$ cat config.mk
export PLATFORM = sky130hd
export DESIGN_NAME = pattern_shift_store
export DESIGN_NICKNAME = d
export VERILOG_FILES = /design/src/rtl/pattern_shift_store.sv
export SDC_FILE = /design/constraint.sdc
export NUM_CORES = 2
export LEC_CHECK = 0
export BUFFER_PORTS_ARGS = -buffer_cell sky130_fd_sc_hd__buf_2
export CAP_MARGIN = 20
export CELL_PAD_IN_SITES_DETAIL_PLACEMENT = 1
export CELL_PAD_IN_SITES_GLOBAL_PLACEMENT = 1
export CORE_ASPECT_RATIO = 0.75
export CORE_MARGIN = 2
export CORE_UTILIZATION = 51
export CTS_CLUSTER_SIZE = 10
export DETAILED_ROUTE_END_ITERATION = 10
export PLACE_DENSITY = 0.76
export SLEW_MARGIN = 20
export SYNTH_ARGS = -nofsm -noshare
export SYNTH_HDL_FRONTEND = slang
export SYNTH_MEMORY_MAX_BITS = 65536
export SYNTH_SLANG_ARGS = --single-unit
$ cat constraint.sdc
create_clock -name clk -period 4.3 [get_ports clk]
set_input_delay 0.86 -clock clk [delete_from_list [all_inputs] [get_ports clk]]
set_output_delay 0.86 -clock clk [all_outputs]
set_load 0.01 [all_outputs]
$ cat src/rtl/pattern_shift_store.sv
module pattern_shift_store #(
  parameter int LANES = 8,
  parameter int SBITS = 6,
  parameter int UBITS = 3,
  parameter int DEPTH = 104
) (
  input  logic                             clk,
  input  logic                             rst_n,
  input  logic                             mode_play,
  input  logic                             ser_en,
  input  logic                             ser_in,
  output logic                             load_done,
  output logic                             out_valid,
  output logic [LANES*SBITS-1:0]           samples,
  output logic [LANES*((1<<UBITS)-1)-1:0]  therm,
  output logic [LANES*(SBITS-UBITS)-1:0]   bin
);
  localparam int NREG = LANES * SBITS;
  localparam int TW   = (1 << UBITS) - 1;
  localparam int LB   = SBITS - UBITS;
  localparam int RW   = $clog2(NREG);
  localparam int PW   = $clog2(DEPTH);

  logic [DEPTH-1:0] sr [NREG];
  logic [RW-1:0]    reg_idx;
  logic [PW-1:0]    pos;
  logic             prev_play;
  logic [NREG-1:0]  word_q;

  wire play_fall = prev_play && !mode_play;
  wire take      = !mode_play && ser_en && !load_done && !play_fall;

  always_ff @(posedge clk) begin
    if (!rst_n) begin
      prev_play <= 1'b0;
      reg_idx   <= '0;
      pos       <= '0;
      load_done <= 1'b0;
    end else begin
      prev_play <= mode_play;
      if (play_fall) begin
        reg_idx   <= '0;
        pos       <= '0;
        load_done <= 1'b0;
      end else if (take) begin
        if (pos == PW'(DEPTH-1)) begin
          pos <= '0;
          if (reg_idx == RW'(NREG-1)) load_done <= 1'b1;
          else reg_idx <= reg_idx + 1'b1;
        end else begin
          pos <= pos + 1'b1;
        end
      end
    end
  end

  for (genvar r = 0; r < NREG; r++) begin : g_reg
    wire ld = take && (reg_idx == RW'(r));
    always_ff @(posedge clk) begin
      if (mode_play)
        sr[r] <= {sr[r][0], sr[r][DEPTH-1:1]};
      else if (ld)
        sr[r] <= {ser_in, sr[r][DEPTH-1:1]};
    end
  end

  always_ff @(posedge clk) begin
    if (!rst_n || !mode_play) begin
      word_q    <= '0;
      out_valid <= 1'b0;
    end else begin
      for (int r = 0; r < NREG; r++) word_q[r] <= sr[r][0];
      out_valid <= 1'b1;
    end
  end

  assign samples = word_q;

  for (genvar k = 0; k < LANES; k++) begin : g_lane
    wire [UBITS-1:0] up = word_q[k*SBITS+LB +: UBITS];
    assign bin[k*LB +: LB] = word_q[k*SBITS +: LB];
    for (genvar i = 0; i < TW; i++) begin : g_t
      assign therm[k*TW+i] = (up > UBITS'(i));
    end
  end
endmodule


==> results.py <==
metrics = {
    "final_layout": {
        "nets": 6246,
        "final_util_pct": 59.0,
        "layout-drive-gt1-share_pct": 16.0,
        "final_cell_mix": "edfxtp_1 (4,992), clkbuf_16 (594), buf_2 (133), buf_12 (77), dfxtp_1 (64)",
        "nFillCells": 23600,
        "final_common_cell": "edfxtp_1",
        "multiInputGateArea_mm2": 0.00248,
        "final-seq-area_mm2": 0.151,
        "area_growth_pct": 15.1,
    },
    "timing": {
        "maxSlewViolCount": 0,
        "finalCritPeriodShare_pct": 74.9,
        "fmax_mhz": 310,
        "skew_ns": 0.0852,
        "max_slew.worst_pin.slew_ns": 0.939,
        "finalHoldViolCount": 0,
        "slew_headroom_pct": 37.4,
        "setup_viol": 0,
        "rsz0062_at_grt": "false",
        "fin_crit_ns": 3.22,
        "layout_setup_ws_ns": 1.08,
    },
    "global_routing": {
        "grt_pass1_vias": 55900,
        "grt_util_all_layers_pct": 16.3,
        "antenna_found_initial": 11,
        "grt_pass1_wl_mm": 373,
        "grt.overflow.total": 0,
        "grt_max_degree": 105,
    },
    "cts": {
        "cts_sinks": 5056,
        "cts_made_buffers": 581,
        "htree_levels": 6,
        "cts_tree": "built",
        "clkTransAtPathRegs_ns": 0.06,
        "postCtsSetupRepairBufs": 0,
        "cts-root-buf": "clkbuf_16",
        "clkLatencyLatePin_ns": 0.92,
        "holdBufCountCts": 0,
        "clk_path_buf_depth": 4,
        "ctsResizeCount": 0,
    },
    "pwr": {
        "p_leak_nw": 60.0,
        "p_per_area_mw_per_mm2": 580,
        "peakVddDrop_mv": 0.341,
    },
    "setup_path": {
        "critPathMaxFanout": 64,
        "path_cells": "nor2b_1 > nand2_1 > nor2_1 > or2_4 > buf_12",
        "crit_buf_inv": 1,
        "critPathLaunchType": "register",
        "path_class": "reg -> reg",
        "crit_slowest_cell": "nor2b_1",
        "critPathMaxStageDelay_ns": 0.62,
        "path_delay_family": "simple AND/OR/NAND/NOR gates",
        "endpoint_kind": "register",
        "rr_startpoint": "reg_idx[5]",
        "cp-startpoint": "reg_idx[5]",
        "arrival_ns": 3.77,
        "crit_required_ns": 4.85,
    },
    "synth": {
        "yosysTopAreaCellShare_pct": 97.5,
        "netlist_top_cells_area": "edfxtp_1 (97%), dfxtp_1 (0.83%), mux2_2 (0.35%)",
        "ys_ff_latch": 5056,
        "syn_inst": 5445,
        "ys_seq_area_share_pct": 98.3,
        "postSynthAreaPerCell_um2": 28.2,
        "async_flop_share_pct": 0,
        "yosys_warnings": 0,
        "synth_edf_count": 4992,
        "syn_nets": 5456,
        "synthFlopType": "edfxtp_1",
        "yosysTopAreaCell": "edfxtp_1",
        "syn_area_mm2": 0.154,
        "yosysUniqueCellTypes": 41,
    },
    "placed_design": {
        "pre_cts_ws_ns": 0.810,
        "dpl.hpwl_mm": 108,
        "gp_congestion": 0.742,
        "portBuffers": 134,
    },
    "routing": {
        "route.detailed.drc": 0,
        "wl_per_cell_um": 23.9,
        "vias": 53500,
        "vias_per_cell": 5.18,
        "ant_nets": 0,
        "drtIter0Drc": 5129,
        "drtPass1Iterations": 5,
        "wl_mm": 246,
    },
    "floorplanning": {
        "initial_utilization_pct": 51.3,
        "die_area_mm2": 0.306,
        "core_mm2": 0.300,
        "die_x_um": 638,
        "num_rows": 174,
        "io_pins": 135,
        "die_y_um": 480,
    },
    "min_path": {
        "worstHoldPathType": "reg -> reg",
        "min_from": "sr[0][1231]",
    },
    "status": {
        "status": "finished clean",
    },
    "job": {
        "drv_cap": 0,
    },
}
[where the power goes]
part           switching (mW)  internal (mW)  leakage (nW)
Sequential               1.07           57.4          49.4
Clock                    18.1           24.7          7.67
Combinational            1.04          0.279          2.90
Total                    20.3           82.3          60.0
[registers in the layout (all words and copies together), names as in the netlist]
signal / flops
sr: 4992
samples: 48
pos: 7
reg_idx: 6
load_done: 1
out_valid: 1
prev_play: 1
[worst reg2reg max path: stages (launching register included)]
cell     delay [ns]
dfxtp_1        0.44
nor2b_1        0.62
nand2_1        0.56
nor2_1         0.35
or2_4          0.46
buf_12         0.35
[layer usage]
layer | part of all wire (%) | vias to the layer above | GRT usage, % | wire [um]
met2 | 47 | 1591 | 24.3 | 116000
li1 | - | 23400 | - | -
met5 | 0.0053 | - | 0 | 13
met3 | 5.1 | 478 | 3.07 | 12700
met4 | 3.4 | 2 | 6.04 | 8290
met1 | 45 | 28000 | 24.5 | 110000
[logic make-up after synthesis]
| family | count (synthesis) | synth area share, % |
|---|---|---|
| adders and majority gates | 6 | 0.0488 |
| muxes | 49 | 0.358 |
| AOI/OAI and AO/OA | 39 | 0.182 |
| xor gates and xnor gates | 2 | 0.0114 |
| DFF | 5056 | 98.3 |
| buffers and inverters | 64 | 0.217 |
| and+or+nand+nor | 229 | 0.863 |
[synth_stat cells, types with 4 or more instances]
cell type,number
o21a_1,9
nand2_1,15
or2_2,36
or3_1,9
and3_1,60
buf_4,24
and2_1,11
edfxtp_1,4992
ha_1,6
inv_1,4
a21oi_1,5
mux2_2,48
nand3_1,25
nand2b_1,20
nor2_1,35
clkbuf_1,33
nand3b_1,4
dfxtp_1,64
a21o_1,8
[path summary, 6_finish.rpt]
| check | to | slack, ns | cells after the start |
|---|---|---|---|
| worst max-delay path | sr[2][1510] | 1.08 | 5 |
| worst min-delay path | sr[0][1230] | 0.36 | 0 |
| worst max register to register | sr[2][1510] | 1.08 | 5 |
| worst min register to register | sr[0][1230] | 0.36 | 0 |
[stage by stage]
stage | total power, mW | cells | cell area [um2] | hold slack, ns | setup TNS, ns
floorplan | 59.5 | 5445 | 154000 | 0.400 | -149.29
global placement | 60.3 | 9612 | 161000 | 0.400 | 0
detailed placement | 60.5 | 9612 | 161000 | 0.405 | 0
CTS | 104 | 10300 | 177000 | 0.364 | 0
global route | 106 | 10300 | 177000 | 0.368 | 0
finish | 103 | 10300 | 177000 | 0.364 | 0
[final cells by class]
class,instances,area share [%]
Antenna cell,9,0.0127
Clock buffer,654,8.53
Clock inverter,46,0.346
Inverter,4,0.00848
Multi-Input combinational cell,325,1.40
Sequential cell,5056,85.4
Tap cell,3960,2.80
Timing Repair Buffer,267,1.49
(Power assumes the default switching activity.)
